**src/rtl/serial_rx_buffer.sv**
```systemverilog
module serial_rx_buffer #(
  parameter int DEPTH = 16,
  parameter int DW    = 8
) (
  input  logic          clk,
  input  logic          rst_n,
  input  logic          rx_valid,
  input  logic [DW-1:0] rx_byte,
  input  logic          rx_break,
  input  logic          rd_en,
  input  logic          ctl_we,
  input  logic [7:0]    ctl_wdata,
  input  logic [1:0]    lc_wlen,
  input  logic          lc_parity,
  input  logic          lc_stop2,
  input  logic          bit_tick,
  output logic [DW-1:0] rd_data,
  output logic [$clog2(DEPTH):0] level,
  output logic          data_ready,
  output logic          break_flag,
  output logic          overrun_flag,
  output logic          trigger_hit,
  output logic          timeout_pend
);
  localparam int AW = $clog2(DEPTH);
  localparam int CW = 6;

  logic [DW-1:0] mem [DEPTH];
  logic [AW-1:0] wptr, rptr;
  logic [AW:0]   cnt;
  logic [DW-1:0] hold;
  logic          hold_v;
  logic [1:0]    trig_sel;
  logic          fifo_on;
  logic [CW-1:0] tmo_cnt;

  logic          arrive, rx_clr, push, pop, drop, empty, full;
  logic [DW-1:0] in_byte;
  logic [AW:0]   trig_lvl;
  logic [3:0]    char_bits;
  logic [CW-1:0] tmo_limit;
  logic          tmo_fire, empties;

  assign arrive   = rx_valid | rx_break;
  assign in_byte  = rx_break ? '0 : rx_byte;
  assign empty    = (cnt == 0);
  assign full     = (cnt == (AW+1)'(DEPTH));
  assign rx_clr   = ctl_we & (ctl_wdata[1] | (ctl_wdata[0] ^ fifo_on));
  assign pop      = fifo_on & rd_en & ~empty;
  assign push     = fifo_on & arrive & ~full;
  assign drop     = fifo_on & arrive & full;
  assign empties  = fifo_on ? (rd_en & (cnt <= 1)) : rd_en;

  always_comb begin
    case (trig_sel)
      2'd0:    trig_lvl = (AW+1)'(1);
      2'd1:    trig_lvl = (AW+1)'(4);
      2'd2:    trig_lvl = (AW+1)'(8);
      default: trig_lvl = (AW+1)'(14);
    endcase
  end

  assign char_bits = 4'd7 + {2'b00, lc_wlen} + {3'b000, lc_parity} + {3'b000, lc_stop2};
  assign tmo_limit = {char_bits, 2'b00};
  assign tmo_fire  = fifo_on & bit_tick & ~empty & ~arrive & ~rd_en & (tmo_cnt == tmo_limit - 1'b1);

  assign rd_data      = fifo_on ? (empty ? '0 : mem[rptr]) : hold;
  assign level        = fifo_on ? cnt : {{AW{1'b0}}, hold_v};
  assign data_ready   = (level != 0);
  assign trigger_hit  = fifo_on ? (cnt >= trig_lvl) : hold_v;

  always_ff @(posedge clk or negedge rst_n) begin
    if (!rst_n) begin
      fifo_on  <= 1'b0;
      trig_sel <= 2'd0;
    end else if (ctl_we) begin
      fifo_on  <= ctl_wdata[0];
      trig_sel <= ctl_wdata[7:6];
    end
  end

  always_ff @(posedge clk) begin
    if (push && !rx_clr) mem[wptr] <= in_byte;
  end

  always_ff @(posedge clk or negedge rst_n) begin
    if (!rst_n) begin
      wptr <= '0;
      rptr <= '0;
      cnt  <= '0;
    end else if (rx_clr) begin
      wptr <= '0;
      rptr <= '0;
      cnt  <= '0;
    end else begin
      if (push) wptr <= (wptr == AW'(DEPTH-1)) ? '0 : wptr + 1'b1;
      if (pop)  rptr <= (rptr == AW'(DEPTH-1)) ? '0 : rptr + 1'b1;
      cnt <= cnt + (AW+1)'(push) - (AW+1)'(pop);
    end
  end

  always_ff @(posedge clk or negedge rst_n) begin
    if (!rst_n) begin
      hold   <= '0;
      hold_v <= 1'b0;
    end else if (rx_clr) begin
      hold_v <= 1'b0;
    end else if (!fifo_on && arrive) begin
      hold   <= in_byte;
      hold_v <= 1'b1;
    end else if (!fifo_on && rd_en) begin
      hold_v <= 1'b0;
    end
  end

  always_ff @(posedge clk or negedge rst_n) begin
    if (!rst_n) begin
      break_flag   <= 1'b0;
      overrun_flag <= 1'b0;
    end else if (rx_clr) begin
      break_flag   <= 1'b0;
      overrun_flag <= 1'b0;
    end else begin
      if (rx_break)      break_flag <= 1'b1;
      else if (empties)  break_flag <= 1'b0;
      if (drop || (!fifo_on && arrive && hold_v && !rd_en)) overrun_flag <= 1'b1;
    end
  end

  always_ff @(posedge clk or negedge rst_n) begin
    if (!rst_n) begin
      tmo_cnt      <= '0;
      timeout_pend <= 1'b0;
    end else begin
      if (rx_clr || !fifo_on || empty || arrive || rd_en) tmo_cnt <= '0;
      else if (bit_tick && tmo_cnt < tmo_limit) tmo_cnt <= tmo_cnt + 1'b1;
      if (rx_clr || rd_en) timeout_pend <= 1'b0;
      else if (tmo_fire)   timeout_pend <= 1'b1;
    end
  end
endmodule


```
**config.mk**
```make
export PLATFORM = sky130hd
export DESIGN_NAME = serial_rx_buffer
export DESIGN_NICKNAME = d
export VERILOG_FILES = /design/src/rtl/serial_rx_buffer.sv
export SDC_FILE = /design/constraint.sdc
export NUM_CORES = 1
export LEC_CHECK = 0
export CAP_MARGIN = 15
export CORE_ASPECT_RATIO = 0.7
export CORE_MARGIN = 3
export CORE_UTILIZATION = 64
export CTS_CLUSTER_SIZE = 40
export DETAILED_ROUTE_END_ITERATION = 8
export GPL_ROUTABILITY_DRIVEN = 0
export PLACE_DENSITY_LB_ADDON = 0.08
export SYNTH_ARGS = -nofsm -noshare
export SYNTH_HDL_FRONTEND = slang
export SYNTH_SLANG_ARGS = --single-unit
```
**constraint.sdc**
```tcl
create_clock -name clk -period 8.6 [get_ports clk]
set_clock_uncertainty 0.2 [all_clocks]
set_input_delay 1.29 -clock clk [delete_from_list [all_inputs] [get_ports clk]]
set_output_delay 1.29 -clock clk [all_outputs]
set_load 0.02 [all_outputs]
```
==> results of run 1 <==
## flip-flops by register name, summed over array words and instances (netlist names)
| signal | cells |
|---|---|
| break_flag | 1 |
| cnt | 5 |
| fifo_on | 1 |
| hold | 8 |
| hold_v | 1 |
| mem | 128 |
| overrun_flag | 1 |
| rptr | 4 |
| timeout_pend | 1 |
| tmo_cnt | 6 |
| trig_sel | 2 |
| wptr | 4 |
## critical path: cells and delay by family, from the launching register on
family	cells	cell delay, ns
simple gates	1	0.12
buf+inv	2	1.09
flops	1	0.34
mux	2	0.89
compound gates	1	0.24
## cell families (layout without fill, tap and decap cells)
kind of cell | Yosys count | in the layout
xor gates and xnor gates | 15 | 15
and+or+nand+nor | 132 | 132
AOI/OAI and AO/OA | 44 | 44
muxes | 55 | 55
DFF | 162 | 162
buffers and inverters | 41 | 105
adders and majority gates | 28 | 28
## report_power, final
| part | switching, mW | internal (mW) |
|---|---|---|
| combinational | 0.259 | 0.240 |
| clock | 0.312 | 0.401 |
| sequential | 0.0495 | 0.887 |
| total | 0.621 | 1.53 |
## through the flow
step | power [mW] | hold WS, ns | setup WS, ns
floorplan | 1.285 | 0.2727 | 4.542
global placement | 1.421 | 0.2815 | 3.920
detailed placement | 1.436 | 0.2869 | 3.832
CTS | 2.157 | 0.3012 | 3.956
global route | 2.242 | 0.3176 | 3.824
finish | 2.150 | 0.2977 | 3.963
## final cells by class
class / instances / area (um2) / share of cell area, %
tap: 148 / 185.2 / 2.197
clock inverter: 14 / 128.9 / 1.529
sequential: 162 / 4697 / 55.71
inverter: 20 / 75.07 / 0.8905
timing repair buffer: 53 / 498.0 / 5.907
multi-input combinational: 274 / 2417 / 28.67
clock buffer: 18 / 429.2 / 5.091
## metal layers
metal / track usage, % / routed length, um
met3: 8.808 / 1778
met4: 9.589 / 337
met2: 42.36 / 7423
met1: 38.12 / 6538
met5: 0 / 0
## placed cells by master (no fill, tap or decap), types with 3 or more instances in the layout
master           netlist  final
a21oi_1               19     19
a22oi_1                9      9
a31oi_1                4      4
and2_1                 5      5
buf_4                  1     13
clkbuf_16              0     17
clkdlybuf4s50_1        0     40
clkinv_4               0      3
clkinvlp_4             0      4
dfrtp_1               34     32
edfxtp_1             128    128
ha_1                  26     26
inv_1                 20     20
inv_6                  0      4
mux2_2                18     18
mux2i_1                5      5
mux4_2                32     32
nand2_1               26     26
nand2b_1               5      5
nand3_1                7      7
nor2_1                41     41
nor2b_1               22     22
nor3_1                 7      7
o21ai_0                5      5
or3_1                  3      3
xnor2_1                7      7
xor2_1                 8      8
## worst max-delay path by stage
stage	start	end	cells after the start	slack [ns]
after floorplan	lc_wlen[0]	tmo_cnt[5]$_DFFE_PN0P_	12	4.54
after global placement	lc_wlen[0]	tmo_cnt[5]$_DFFE_PN0P_	13	3.92
after detailed placement	lc_wlen[0]	tmo_cnt[5]$_DFFE_PN0P_	13	3.83
after CTS	rptr[0]$_DFFE_PN0P_	rd_data[7]	6	3.96
after global routing	cnt[2]$_DFF_PN0_	rd_data[5]	8	3.82
final	rptr[0]$_DFFE_PN0P_	rd_data[6]	6	3.96
==> results.toml, run 1 <==
[cells_and_area]
diodes = 0
syn2layout_area_growth_pct = 15.48
finalInstanceArea_um2 = 8431
final_util_pct = 78.47
drive_gt1_share_pct = 18.67
final.fill_count = 612
layout.nets = 583
final_cell_count_no_fill = 689

[logic_synthesis]
synthSimpleGateAreaFrac_pct = 9.357
syn_area_per_cell_um2 = 15.31
synthCells = 477
synth_edf_count = 128
ys_ff_latch = 162
synth_warnings = 0
synthArstFlopShare_pct = 20.99
synth_compound_area_share_pct = 3.616
yosysSeqAreaShare_pct = 64.30
synth_top_area_cell = "edfxtp_1"
synth.top_cells.by_count = "edfxtp_1 (128), nor2_1 (41), dfrtp_1 (34), mux4_2 (32)"
netlist.area_leader.share_pct = 52.65
synth_cell_types = 47
synth_area_leaders = "edfxtp_1 (53%), dfrtp_1 (12%), mux4_2 (9.9%)"
ys.flop_type = "edfxtp_1"
synthAdderAreaFrac_pct = 5.004
synth_most_common_cell = "edfxtp_1"
synth_top_family_by_area = "multiplexers"
synth_area_um2 = 7301
synthXorXnorAreaFrac_pct = 1.799
syn_nets = 532
synth_mux_area_share_pct = 13.33

[clock_tree]
clock_latency_ns = 0.41
ctsHoldBuffers = 0
clock_tree.root_cell = "clkbuf_16"
clk_pin_slew_ns = 0.07
ctsResizeCount = 0
clk_path_buf_depth = 2
cts_made_buffers = 17
postCtsSetupBuffers = 0
cts_sinks = 162
h-tree-depth = 4
cts_tree = "built"

[global_route]
grt-ovfl-total = 0
antenna_found_initial = 0
grt_pass1_wl_um = 25370
grt_max_degree = 38
grt_pass1_vias = 4521
track_usage_pct = 27.55

[setup_path]
path_cells = "buf_4 -> mux4_2 -> mux2_2 -> a21oi_1 -> nand2_1 -> clkdlybuf4s50_1"
crit_fanout = 37
slowest_stage = "mux4_2"
cp.arrival_ns = 3.15
end_kind = "output pin"
r2r_slack_ns = 5.11
slowest_delay_ns = 0.59
reg2reg_depth = 12
worstSetupPathType = "flip-flop to output pin"
r2r-start = "cnt[2]$_DFF_PN0_"
start_kind = "flip-flop"
reg2reg_to = "cnt[4]$_DFF_PN0_"
required_ns = 7.11

[sta]
slew_violations = 0
fmax_mhz = 215.6
hold_viol = 0
grt_setup_unrepaired = "false"
maxSlewHeadroom_pct = 25.23
finalCritPeriodShare_pct = 53.92
setup_viol = 0
max_slew.worst_pin.slew_ns = 1.119
finalSetupTns_ns = 0
timing.final.crit_period_ns = 4.637

[power]
pwr_density_cell_nw_per_um2 = 255.0
peakVddDrop_uv = 179.7
leakagePower_nw = 3.027

[detailed_routing]
vias = 4379
final_antenna_net_count = 0
wl_per_cell_um = 23.33
drc = 0
firstDrtPassIters = 5
drt_wl_total_um = 16080
drtIter0Drc = 473
viasPerCell = 6.356

[placement]
dp.cells = 654
place_area_um2 = 7850
io_buffers = 40
dp_hpwl_um = 10110

[floorplan]
rows = 31
die_w_um = 133.7
die-area_um2 = 12750
core-area_um2 = 10740
pin_count = 45
fp.dieH_um = 95.36
initial_core_util_pct = 67.95

[min_path]
min_delay_path_depth = 1
min_to = "hold[4]$_DFFE_PN0P_"
worstHoldStart = "hold[4]$_DFFE_PN0P_"
hold_class = "flip-flop to flip-flop"

[flow_run]
max_cap_violations = 0

[status]
status = "finished clean"
No activity file was read; power rests on OpenSTA's default activity.
==> run 2: changes to the inputs <==
- CORE_UTILIZATION: 64 -> 59
- clock period: 8.6 -> 4.55 ns (I/O delays scaled with it)
==> results.toml, run 2 (synthesis results as in run 1) <==
[global_route]
grt_pass1_vias = 4337
top_usage_layer = "met1"
antenna_found_initial = 0
met2_usage_pct = 35.88
grt_pass1_wl_um = 24770
use_met1_pct = 36.88
track_usage_pct = 24.31
grt_max_degree = 35
grt_util_met3_pct = 5.868
grt-ovfl-total = 0

[clock_tree]
clk_pin_slew_ns = 0.07
postCtsSetupBuffers = 0
clk_path_buf_depth = 2
cts_made_buffers = 17
cts_sinks = 162
clock_tree.root_cell = "clkbuf_16"
cts_tree = "built"
clock_latency_ns = 0.43
h-tree-depth = 4
ctsHoldBuffers = 0
ctsResizeCount = 0

[cells_and_area]
final_cell_count_no_fill = 702
final_util_pct = 71.61
regMostFlops = "mem"
syn2layout_area_growth_pct = 16.64
layout.nets = 587
final.fill_count = 755
drive_gt1_share_pct = 19.82
finalInstanceArea_um2 = 8516
layout_common_cells = "edfxtp_1 (128), nor2_1 (41), clkdlybuf4s50_1 (39)"
final_common_cell = "edfxtp_1"
diodes = 0
largestRegisters = "mem: 128 flops, hold: 8 flops, tmo_cnt: 6 flops"
largest_register_ffs = 128

[detailed_routing]
drt_wl_total_um = 15630
drtIter0Drc = 406
final_antenna_net_count = 0
viasPerCell = 6.108
wl_per_cell_um = 22.26
firstDrtPassIters = 5
drc = 0
vias = 4288

[min_path]
hold_class = "input pin to asynchronous set/reset pin"

[floorplan]
core-area_um2 = 11890
die_w_um = 139.0
pin_count = 45
fp.dieH_um = 99.07
initial_core_util_pct = 61.40
rows = 33
die-area_um2 = 13770

[setup_path]
end_kind = "output pin"
slowest_delay_ns = 0.86
start_kind = "flip-flop"
crit_fanout = 21
worstSetupPathType = "flip-flop to output pin"
cpLargestDelayFamily = "multiplexers"
required_ns = 3.67
cp.arrival_ns = 3.11
path_cells = "mux4_2 -> mux2_2 -> a21oi_1 -> nand2_1 -> clkdlybuf4s50_1"
slowest_stage = "dfrtp_2"
cp_num_buf_inv = 1

[flow_run]
max_cap_violations = 0

[sta]
grt_setup_unrepaired = "false"
hold_viol = 0
fmax_mhz = 250.7
worst_slack_ns = 0.5616
finalCritPeriodShare_pct = 87.66
slew_violations = 0
max_slew.worst_pin.slew_ns = 1.100
setup_viol = 0
timing.final.crit_period_ns = 3.988
finalSetupTns_ns = 0
maxSlewHeadroom_pct = 26.52

[power]
pwr_density_cell_nw_per_um2 = 482.6
peakVddDrop_uv = 348.0
pwr-share-seq_pct = 43.4
clkPwrFrac_pct = 34.0
internal_power_mw = 2.874
combPwrFrac_pct = 22.6
power.switching_mw = 1.236
swShare_pct = 30.08
leakagePower_nw = 3.075

[placement]
dp.cells = 664
place_area_um2 = 7875
dp_hpwl_um = 10300
io_buffers = 40
place_ws_ns = 0.4126

[status]
status = "finished clean"
==> run 2: cell count changes in the layout (fill, tap and decap cells not counted), moves of 2 or more <==
cell and change:
inv_8 +2, clkinv_8 +4, buf_4 +2, clkinvlp_4 -2, clkinv_1 -2
==> run 2: layout make-up <==
| type | instances | area, um2 | share of cell area, % |
|---|---|---|---|
| Inverter | 20 | 75.07 | 0.8816 |
| Sequential cell | 162 | 4696 | 55.14 |
| Tap cell | 157 | 196.4 | 2.307 |
| Clock inverter | 15 | 163.9 | 1.925 |
| Multi-Input combinational cell | 274 | 2417 | 28.39 |
| Timing Repair Buffer | 57 | 541.8 | 6.362 |
| Clock buffer | 17 | 425.4 | 4.996 |
==> run 2: metal layers <==
metal  wire length (um)  part of all wire (%)
met1               7067                    45
met2               7130                    46
met3               1224                   7.8
met4                205                   1.3
met5                  0                     0
==> run 2: worst paths after layout <==
kind | from | cells after the start | slack (ns) | endpoint
max | rptr[0]$_DFFE_PN0P_ | 5 | 0.56 | rd_data[3]
min | rst_n | 1 | 0.14 | tmo_cnt[1]$_DFFE_PN0P_
max reg2reg | cnt[2]$_DFF_PN0_ | 12 | 1.06 | cnt[4]$_DFF_PN0_
min reg2reg | hold[2]$_DFFE_PN0P_ | 1 | 0.30 | hold[2]$_DFFE_PN0P_
max in group asynchronous | rst_n | 1 | 3.43 | rptr[0]$_DFFE_PN0P_
min in group clk | hold[2]$_DFFE_PN0P_ | 1 | 0.30 | hold[2]$_DFFE_PN0P_
==> run 2: power groups by stage <==
stage / combinational, mW / sequential (mW) / clock [mW]
2_1_floorplan: 0.676 / 1.75 / 0
3_3_place_gp: 0.893 / 1.81 / 0
3_5_place_dp: 0.914 / 1.81 / 0
4_1_cts: 0.926 / 1.79 / 1.41
5_1_grt: 1.02 / 1.80 / 1.48
6_report: 0.929 / 1.78 / 1.40
==> run 2: per-stage QoR <==
stage               total power, mW  hold slack, ns
floorplan                     2.429          0.1869
global placement              2.705          0.2818
detailed placement            2.729          0.2881
CTS                           4.122          0.1604
global route                  4.305          0.1809
finish                        4.110          0.1362
==> run 3: changes to the inputs <==
- CORE_UTILIZATION: 59 -> 63
- DONT_BUFFER_PORTS: not set -> 1
==> results.toml, run 3 (synthesis results as in run 1) <==
[status]
status = "finished clean"

[floorplan]
die_w_um = 134.7
pin_count = 45
die-area_um2 = 12940
fp.dieH_um = 96.07
rows = 32
initial_core_util_pct = 65.36
core-area_um2 = 11170

[cells_and_area]
syn2layout_area_growth_pct = 11.17
final_common_cell = "edfxtp_1"
layout_common_cells = "edfxtp_1 (128), nor2_1 (41), dfrtp_1 (33)"
final.fill_count = 701
layout.nets = 545
drive_gt1_share_pct = 20.48
largest_register_ffs = 128
regMostFlops = "mem"
largestRegisters = "mem: 128 flops, hold: 8 flops, tmo_cnt: 6 flops"

[placement]
dp_hpwl_um = 9798
io_buffers = 0

[power]
p_total_mw = 4.036
pwr_density_cell_nw_per_um2 = 497.2
swShare_pct = 28.90
pwr-share-seq_pct = 44.4
internal_power_mw = 2.870
power.switching_mw = 1.166
peakVddDrop_uv = 259.0
leakagePower_nw = 2.921
clkPwrFrac_pct = 35.7
combPwrFrac_pct = 19.9

[clock_tree]
ctsResizeCount = 0
cts_made_buffers = 17
postCtsSetupBuffers = 0
h-tree-depth = 4
clk_path_buf_depth = 2
clk_pin_slew_ns = 0.06
clock_tree.root_cell = "clkbuf_16"
cts_tree = "built"
cts_sinks = 162
clock_latency_ns = 0.42

[detailed_routing]
final_antenna_net_count = 0
drc = 0
firstDrtPassIters = 5
vias = 4069
drt_wl_total_um = 14980
drtIter0Drc = 395
wl_per_cell_um = 22.69
viasPerCell = 6.165

[sta]
hold_viol = 0
max_slew.worst_pin.slew_ns = 1.191
slew_violations = 0
setup_viol = 0
finalCritPeriodShare_pct = 80.92
timing.final.crit_period_ns = 3.682
finalSetupTns_ns = 0
grt_setup_unrepaired = "false"
fmax_mhz = 271.6
maxSlewHeadroom_pct = 20.44

[global_route]
grt_pass1_vias = 3992
grt_max_degree = 35
antenna_found_initial = 3
grt-ovfl-total = 0
track_usage_pct = 24.58
grt_pass1_wl_um = 22910

[min_path]
hold_class = "input pin to flip-flop"

[setup_path]
required_ns = 3.67
crit_fanout = 29
cp.arrival_ns = 2.80
worstSetupPathType = "flip-flop to output pin"
start_kind = "flip-flop"
end_kind = "output pin"

[flow_run]
max_cap_violations = 0
==> run 3: power by group through the flow <==
stage	combinational (mW)	sequential, mW	clock (mW)
floorplan	0.676	1.75	0
global placement	0.760	1.82	0
detailed placement	0.784	1.82	0
CTS	0.803	1.79	1.45
global route	0.881	1.81	1.52
finish	0.804	1.79	1.44
==> run 3: worst max-delay path, cell delays in order (launching register included) <==
cell and delay (ns):
dfrtp_2 0.98, mux4_2 0.63, mux2_2 0.29, a21oi_1 0.24, nand2_1 0.23
==> run 3: area by class of cell <==
| class | count | area (um2) | area share [%] |
|---|---|---|---|
| Tap cell | 153 | 191.4 | 2.359 |
| Clock buffer | 17 | 425.4 | 5.241 |
| Clock inverter | 15 | 170.2 | 2.096 |
| Sequential cell | 162 | 4696 | 57.85 |
| Antenna cell | 4 | 10.01 | 0.1233 |
| Inverter | 20 | 75.07 | 0.9249 |
| Multi-Input combinational cell | 274 | 2417 | 29.78 |
| Timing Repair Buffer | 15 | 131.4 | 1.619 |
==> run 3: metal layers <==
metal  global-route usage [%]  vias to the layer above  routed length [um]
li1                         -                     1824                   -
met5                        0                        -                  27
met4                    6.356                        4                 197
met1                    37.94                     2045                6685
met3                    8.255                       23                1555
met2                    33.90                      173                6511
==> run 3: worst paths after layout <==
check,from,endpoint,slack [ns],depth (start not counted)
worst min-delay path,rd_en,timeout_pend$_DFFE_PN0P_,0.13,1
worst max register to register,cnt[2]$_DFF_PN0_,cnt[4]$_DFF_PN0_,1.06,12
worst max-delay path,rptr[0]$_DFFE_PN0P_,rd_data[4],0.87,4
worst min register to register,hold[7]$_DFFE_PN0P_,hold[7]$_DFFE_PN0P_,0.30,1
max in group asynchronous,rst_n,rptr[0]$_DFFE_PN0P_,3.43,2
min in group asynchronous,rst_n,tmo_cnt[5]$_DFFE_PN0P_,0.51,2
==> run 3: stage by stage <==
| step | util, % | area (um2) | std cells | hold WS (ns) | setup slack, ns |
|---|---|---|---|---|---|
| 2_1_floorplan | - | 7301 | 477 | 0.1869 | 1.100 |
| 3_3_place_gp | 66.67 | 7447 | 618 | 0.1877 | 0.9543 |
| 3_5_place_dp | 66.67 | 7447 | 618 | 0.1875 | 0.8933 |
| 4_1_cts | 72.27 | 8073 | 652 | 0.1184 | 0.8497 |
| 5_1_grt | 72.57 | 8107 | 656 | 0.1091 | 0.6706 |
| 6_report | 72.66 | 8117 | 660 | 0.1350 | 0.8682 |
==> run 3: repair_timing <==
action	4_1_cts	5_1_grt
endpoints found under the hold margin	34	0
setup endpoints to repair	0	0
hold buffers	2	0
